==> src/rtl/intv_resp_pkg.sv <==
package intv_resp_pkg;

  localparam int CMD_W = 12;

  localparam logic [1:0] TYPE_DATA = 2'b00;
  localparam logic [1:0] TYPE_LAST = 2'b01;

  typedef enum logic [1:0] {
    ST_IDLE,
    ST_PEND,
    ST_DATA
  } seq_state_e;

  typedef struct packed {
    logic [2:0] num;
    logic       quality;
    logic [1:0] blk_state;
    logic       long_burst;
    logic       gap_ok;
  } resp_req_t;

  // Command word of one data beat; field positions are decoded by the bus peer.
  function automatic logic [CMD_W-1:0] beat_cmd(input resp_req_t r, input logic last);
    logic [CMD_W-1:0] c;
    c        = '0;
    c[11]    = 1'b1;
    c[10:8]  = r.num;
    c[5]     = r.quality;
    c[4:3]   = last ? TYPE_LAST : TYPE_DATA;
    c[2:1]   = r.blk_state;
    c[0]     = 1'b1;
    return c;
  endfunction

  // Index of the final beat for a given length choice.
  function automatic int unsigned final_index(input logic long_burst,
                                              input int unsigned short_beats,
                                              input int unsigned long_beats);
    return long_burst ? long_beats - 1 : short_beats - 1;
  endfunction

endpackage

==> src/rtl/intv_wr_history.sv <==
module intv_wr_history #(
  parameter int unsigned LAG = 2
) (
  input  logic clk,
  input  logic rst_n,
  input  logic wr_rdy,
  output logic seen_lag
);
  logic [LAG-1:0] hist;

  generate
    if (LAG == 1) begin : g_one
      always_ff @(posedge clk) begin
        if (!rst_n) hist <= '0;
        else        hist <= wr_rdy;
      end
    end else begin : g_many
      always_ff @(posedge clk) begin
        if (!rst_n) hist <= '0;
        else        hist <= {hist[LAG-2:0], wr_rdy};
      end
    end
  endgenerate

  assign seen_lag = hist[LAG-1];
endmodule

==> src/rtl/intv_mastership.sv <==
module intv_mastership (
  input  logic clk,
  input  logic rst_n,
  input  logic want_bus,
  input  logic busy,
  input  logic bus_gnt,
  input  logic bus_rel,
  input  logic bus_take_back,
  output logic bus_req,
  output logic is_master
);
  logic won_bus;
  logic lost_bus;

  assign bus_req  = want_bus && !is_master;
  assign won_bus  = bus_req && bus_gnt && bus_rel;
  assign lost_bus = bus_take_back && !busy;

  always_ff @(posedge clk) begin
    if (!rst_n)        is_master <= 1'b0;
    else if (won_bus)  is_master <= 1'b1;
    else if (lost_bus) is_master <= 1'b0;
  end

  a_r8_grant_confers: assert property (@(posedge clk) disable iff (!rst_n)
    (bus_req && bus_gnt && bus_rel) |=> (is_master && !bus_req));

  a_r8_wait_full_grant: assert property (@(posedge clk) disable iff (!rst_n)
    (bus_req && !(bus_gnt && bus_rel)) |=> !is_master);

  a_r11_keep_while_busy: assert property (@(posedge clk) disable iff (!rst_n)
    (busy && is_master) |=> is_master);
endmodule

==> src/rtl/intv_beat_counter.sv <==
module intv_beat_counter #(
  parameter int unsigned CNT_W = 4
) (
  input  logic             clk,
  input  logic             rst_n,
  input  logic             clear,
  input  logic             step,
  input  logic [CNT_W-1:0] limit,
  output logic             at_last
);
  logic [CNT_W-1:0] cnt;

  always_ff @(posedge clk) begin
    if (!rst_n)     cnt <= '0;
    else if (clear) cnt <= '0;
    else if (step)  cnt <= cnt + 1'b1;
  end

  assign at_last = (cnt == limit);

  a_r3_count_bound: assert property (@(posedge clk) disable iff (!rst_n)
    step |-> (cnt <= limit));
endmodule

==> src/rtl/intv_resp_seq.sv <==
module intv_resp_seq
  import intv_resp_pkg::*;
#(
  parameter int unsigned DATA_W      = 64,
  parameter int unsigned SHORT_BEATS = 8,
  parameter int unsigned LONG_BEATS  = 16,
  parameter int unsigned WR_LAG      = 2
) (
  input  logic              clk,
  input  logic              rst_n,
  input  logic              req_valid,
  output logic              req_ready,
  input  logic [2:0]        req_num,
  input  logic              req_quality,
  input  logic [1:0]        req_blk_state,
  input  logic              req_long,
  input  logic              req_gap_ok,
  input  logic              src_valid,
  output logic              src_ready,
  input  logic [DATA_W-1:0] src_data,
  input  logic              wr_rdy,
  input  logic              bus_gnt,
  input  logic              bus_rel,
  input  logic              bus_take_back,
  output logic              bus_req,
  output logic              is_master,
  output logic [CMD_W-1:0]  sys_cmd,
  output logic [DATA_W-1:0] sys_ad,
  output logic              sys_val_n,
  output logic              done
);
  localparam int unsigned CNT_W = $clog2(LONG_BEATS);

  seq_state_e       state;
  resp_req_t        req_q;
  logic             wr_seen;
  logic             issue;
  logic             beat;
  logic             last_beat;
  logic             at_last;
  logic             busy;
  logic [CNT_W-1:0] limit;

  assign busy      = (state != ST_IDLE);
  assign req_ready = (state == ST_IDLE);
  assign src_ready = (state == ST_DATA);
  assign issue     = (state == ST_PEND) && is_master && wr_seen && src_valid;
  assign beat      = (state == ST_DATA) && src_valid;
  assign last_beat = beat && at_last;
  assign limit     = CNT_W'(final_index(req_q.long_burst, SHORT_BEATS, LONG_BEATS));

  always_ff @(posedge clk) begin
    if (!rst_n) begin
      state <= ST_IDLE;
      req_q <= '0;
      done  <= 1'b0;
    end else begin
      done <= last_beat;
      unique case (state)
        ST_IDLE: if (req_valid) begin
          req_q <= '{num: req_num, quality: req_quality, blk_state: req_blk_state,
                     long_burst: req_long, gap_ok: req_gap_ok};
          state <= ST_PEND;
        end
        ST_PEND: if (issue) state <= ST_DATA;
        ST_DATA: if (last_beat) state <= ST_IDLE;
        default: state <= ST_IDLE;
      endcase
    end
  end

  intv_wr_history #(.LAG(WR_LAG)) u_hist (
    .clk      (clk),
    .rst_n    (rst_n),
    .wr_rdy   (wr_rdy),
    .seen_lag (wr_seen)
  );

  intv_mastership u_master (
    .clk           (clk),
    .rst_n         (rst_n),
    .want_bus      (state == ST_PEND),
    .busy          (busy),
    .bus_gnt       (bus_gnt),
    .bus_rel       (bus_rel),
    .bus_take_back (bus_take_back),
    .bus_req       (bus_req),
    .is_master     (is_master)
  );

  intv_beat_counter #(.CNT_W(CNT_W)) u_cnt (
    .clk     (clk),
    .rst_n   (rst_n),
    .clear   (issue),
    .step    (beat),
    .limit   (limit),
    .at_last (at_last)
  );

  assign sys_val_n = !beat;
  assign sys_cmd   = beat ? beat_cmd(req_q, at_last) : '0;
  assign sys_ad    = beat ? src_data : '0;

  // the first beat is preceded by an empty cycle held while master
  a_r2_issue_before_beat: assert property (@(posedge clk) disable iff (!rst_n)
    (state == ST_DATA && $past(state) == ST_PEND) |-> ($past(sys_val_n) && $past(is_master)));

  a_r7_wr_two_back: assert property (@(posedge clk) disable iff (!rst_n)
    issue |-> $past(wr_rdy, WR_LAG));

  a_r6_back_to_back: assert property (@(posedge clk) disable iff (!rst_n)
    (state == ST_DATA && !req_q.gap_ok) |-> !sys_val_n);

  a_r10_done_after_last: assert property (@(posedge clk) disable iff (!rst_n)
    done |-> $past(!sys_val_n && sys_cmd[4:3] == TYPE_LAST));
endmodule

==> config.mk <==
export PLATFORM = sky130hd
export DESIGN_NAME = intv_resp_seq
export DESIGN_NICKNAME = d
export VERILOG_FILES = /design/src/rtl/intv_resp_pkg.sv /design/src/rtl/intv_wr_history.sv /design/src/rtl/intv_mastership.sv /design/src/rtl/intv_beat_counter.sv /design/src/rtl/intv_resp_seq.sv
export SDC_FILE = /design/constraint.sdc
export NUM_CORES = 1
export LEC_CHECK = 0
export BUFFER_PORTS_ARGS = -buffer_cell sky130_fd_sc_hd__buf_2
export CAP_MARGIN = 20
export CORE_AREA = 5 5 82 62
export DETAILED_ROUTE_END_ITERATION = 10
export DIE_AREA = 0 0 87 67
export HOLD_SLACK_MARGIN = 0.1
export PLACE_DENSITY = 0.79
export SETUP_SLACK_MARGIN = 0.3
export SLEW_MARGIN = 20
export SYNTH_ARGS = -nofsm -noshare
export SYNTH_HDL_FRONTEND = slang
export SYNTH_HIERARCHICAL = 1
export SYNTH_SLANG_ARGS = --single-unit
==> constraint.sdc <==
create_clock -name clk -period 2.2 [get_ports clk]
set_input_delay 0.66 -clock clk [delete_from_list [all_inputs] [get_ports clk]]
set_output_delay 0.66 -clock clk [all_outputs]
set_load 0.05 [all_outputs]
Word-level counts from Yosys, hierarchy flattened
Cells that the tools add are included.

Bits in registers: 17. Input port bits: 80. Output and inout bits: 82. Logic and storage cells: 45.

$add $sub $neg: 1. Equality and inequality tests: 6. Multiplexer cells: 10. Bitwise gates (word level): 1. Reduce and logical (&&, ||, !) cells: 18.

Operators with widths (number): $mux 64 (1); $mux 12 (1); $logic_and 1x1->1 (9); $mux 2 (3); $pmux 2 s3 (1); $add 4x1->4 const B (1); $eq 4x4->1 (1); $mux 4 (1); $ne 2x2->1 const B (2); $reduce_bool 2->1 (2); $logic_not 1->1 (3); $mux 1 (3); $reduce_and 3->1 (1); $eq 2x1->1 const B (1); $eq 2x2->1 const B (1); $logic_not 2->1 (1); $ne 2x1->1 const B (1); $reduce_and 2->1 (1); $reduce_or 2->1 (1); $not 1->1 (1).

Depth between registers and ports, before layout
Depth after elaboration: 6. Mapped depth: 5. Mapped depth without buffers: 4.

By module
The synthesis kept the hierarchy.

Modules (own cells, without submodules): intv_resp_seq (instances 1, cells an instance 136, area each 1012.2 um^2, seq. area each 200.2 um^2); intv_beat_counter (instances 1, cells an instance 22, area each 221.5 um^2, seq. area each 80.1 um^2); intv_wr_history (instances 1, cells an instance 4, area each 52.6 um^2, seq. area each 40.0 um^2); intv_mastership (instances 1, cells an instance 5, area each 47.5 um^2, seq. area each 20.0 um^2).

Worst setup path before layout
No wires, ideal clock.

Kind: input to output. Start: input port src_valid. End: output port sys_ad[54]. Arrival time: 1504 ps. Data required time: 1540 ps. Slack: 36 ps. Stages on the path: 3. Path buffers: 1. Cells stage by stage: and3b_1 buf_2 and2_1.

Longest elaborated chain between the ends: 2.

Ends and longest elaborated chain: start: declaration (RTL line intv_resp_seq.sv:18) `input logic src_valid,`; $logic_and 1x1->1 (RTL line intv_resp_seq.sv:48) `assign beat = (state == ST_DATA) && src_valid;`; named net beat (RTL line intv_resp_seq.sv:38) `logic beat;`; $mux 64 (RTL line intv_resp_seq.sv:102) `assign sys_ad = beat ? src_data : '0;`; end: declaration (RTL line intv_resp_seq.sv:28) `output logic [DATA_W-1:0] sys_ad,`.

The timed path passes the listed nets, and every way through them passes these cells.

Worst setup path in the final report
Start: input port src_valid. End: output port sys_ad[10].

Longest elaborated chain between the ends: 2.

Ends and longest elaborated chain (RTL line): $logic_and 1x1->1 (intv_resp_seq.sv:48); $mux 64 (intv_resp_seq.sv:102).

No other way between the ends.

==> run summary <==
status - complete, but fails checks
violated checks - negative setup slack
initial core utilization - 31.9%
max-cap viol count - 0
met2 WL - 3730 um
row cnt - 20
sequential cell area fraction in the yosys report - 25.5%
Critical Path RT - 1540 ps
Met1 Wirelength - 2140 um
area grow syn2layout - 126%
total track usage - 18.3%
Final Wtd Congestion - 0.866
final hold vios - 0
H-tree levels - 1
CTS tree - done
Fmax achieved - 453 MHz
layout cells sized above 1 - 77.0%
count leader, synth - and2_1
Leak - 1.55 nW
worst-path fanout max - 37
worst-skew pair later-pin latency - 250 ps
pwr dens - 235 nW/um^2
grt total ovfl - 0
CTS sink cnt - 17
Post-Syn Area per Cell - 7.99 sq um
final hold slack - 438 ps
CP Class - in -> out
worst setup margin - -7.92 ps
first-pass GRT wire length - 8450 um
root buf cell - clkbuf_8
number of synthesized register bits - 17
post-route ant nets - 0
Cells after Synth - 167
antenna diode count - 0
Final Setup Violations - 2
most frequent cells after synthesis - and2_1, dfxtp_1, nand2_1
number of global-route vias before repair - 1720
clock-pin slew on the worst setup and hold paths - 60 ps
ys flop type - dfxtp_1
Area contributors post-synth - and2_1, dfxtp_1, mux2i_1
count of pins over their slew limit - 0
CTS buffer count - 3
RSZ-0062 raised after global routing - yes
Fin Clk Skew - 8.07 ps
post-synth top area share - 34.2%
met3 wire length - 570 um
drt first pass iters - 4
Die W - 87 um
routed vias/inst - 4.59
Peak VDD IR - 280 uV
Total Routed Length - 6580 um
HPWL after DPL - 4060 um
Hold WC Path Type - reg -> reg
initial antenna violation count - 0
vias post-DR - 1731
CP Capture Type - primary output
CP Launch Type - input port
hold_buf cts - 0
DR DRC count - 0
post-synth top area cell - and2_1
Tcrit/Tclk final - 100%
Final Util - 72.0%
Ys Warns - 6
WP data arrival - 1550 ps
Longest Clk Path Bufs - 2
Nets - 404
chip height - 67 um
total chip power - 707 uW
initial drt markers - 38
Distinct cells, synth - 29
Die ar. - 5830 sq um
Async S/R FF share, synth - 0%
synthesized cell area - 1330 sq um
Final min period - 2210 ps
largest net degree at the start of global routing - 40
drt wl/cell - 17.4 um
total core area - 4180 sq um
EDFF count, synth - 0
Port-buffer cells - 157
Top Layer Used - met4
boundary pin count - 162
==> metal layers <==
layer  up-vias  track usage (%)
met5         -                0
met4         0             6.42
met3        12             3.34
met2        87             35.7
met1       812             19.4
li1        820                -
==> sequential cells by signal (all words and copies together), names as in the netlist <==
| name | flops |
|---|---|
| state | 2 |
| u_cnt/cnt | 4 |
| done | 1 |
| u_hist/hist | 2 |
| u_master/is_master | 1 |
| req_q | 7 |
==> per-stage QoR <==
| stage | cells | area (sq um) | worst slack (ps) | TNS [ps] |
|---|---|---|---|---|
| floorplan | 171 | 1470 | 169 | 0 |
| global placement | 373 | 2250 | -60.6 | -2980 |
| detailed placement | 373 | 2250 | -57.7 | -3000 |
| CTS | 377 | 2690 | 9.80 | 0 |
| global route | 377 | 3010 | -22.9 | -67.8 |
| finish | 377 | 3010 | -7.92 | -9.77 |
==> where the power goes <==
group | switching [mW] | internal, mW
clock network | 0.105 | 0.125
registers | 0.00697 | 0.317
logic | 0.0749 | 0.0779
total | 0.187 | 0.521
==> layout by cell type (no fill, tap or decap), types with 2 or more instances in the layout <==
master    netlist  layout
dfxtp_4         0       2
nand3b_1        2       2
dfxtp_1        17      13
and3_1          2       2
and2_4          0      19
buf_2           3      80
mux2i_1         9       9
conb_1          2       6
and2_2          0      52
buf_8           0      56
buf_12          0       2
buf_6           7      19
and2_1         73       2
nand2_1        16      16
nor2_1          4       4
buf_4           6       6
dfxtp_2         0       2
inv_1           2       2
nor2b_1         4       3
nand4_1         2       2
clkbuf_8        0       3
xor2_1          4       3
==> cell type report <==
| cell class | instances | area (sq um) |
|---|---|---|
| clock buffers | 3 | 41.3 |
| clock inverters | 1 | 5.00 |
| fillers | 300 | 1170 |
| inverters | 2 | 7.51 |
| multi-input cells | 135 | 988 |
| flip-flops and latches | 17 | 350 |
| well taps | 55 | 68.8 |
| repair buffers | 164 | 1550 |
==> logic make-up (layout without fill, tap and decap cells) <==
kind of cell,after synthesis,in the layout,synth area share [%]
other,2,6,0.563
buffers and inverters,19,170,11.3
adder cells (fa/ha/maj),1,1,0.938
flip-flops,17,17,25.5
AND/OR/NAND/NOR,109,109,48.2
AO/OA/AOI/OAI,5,5,3.47
multiplexers,9,9,6.75
XOR/XNOR,5,5,3.28
==> worst paths after layout <==
path | cells after the start | to | slack (ps) | from
min reg2reg | 1 | u_hist/hist[1] | 440 | u_hist/hist[0]
min | 1 | u_hist/hist[1] | 440 | u_hist/hist[0]
max | 5 | sys_ad[10] | -8 | src_valid
max reg2reg | 5 | u_cnt/cnt[3] | 840 | state[1]
==> worst max-delay path: stages <==
cell and delay [ps]:
buf_6 90, and3b_2 230, buf_12 170, and2_2 230, buf_8 160
==> what timing repair did <==
| action | 4_1_cts | 5_1_grt |
|---|---|---|
| endpoints found under the setup margin | 75 | 76 |
| pin swaps | 1 | 4 |
| resized for setup | 128 | 90 |
| buffers inserted | 0 | 0 |
No activity file was read; power rests on OpenSTA's default activity.
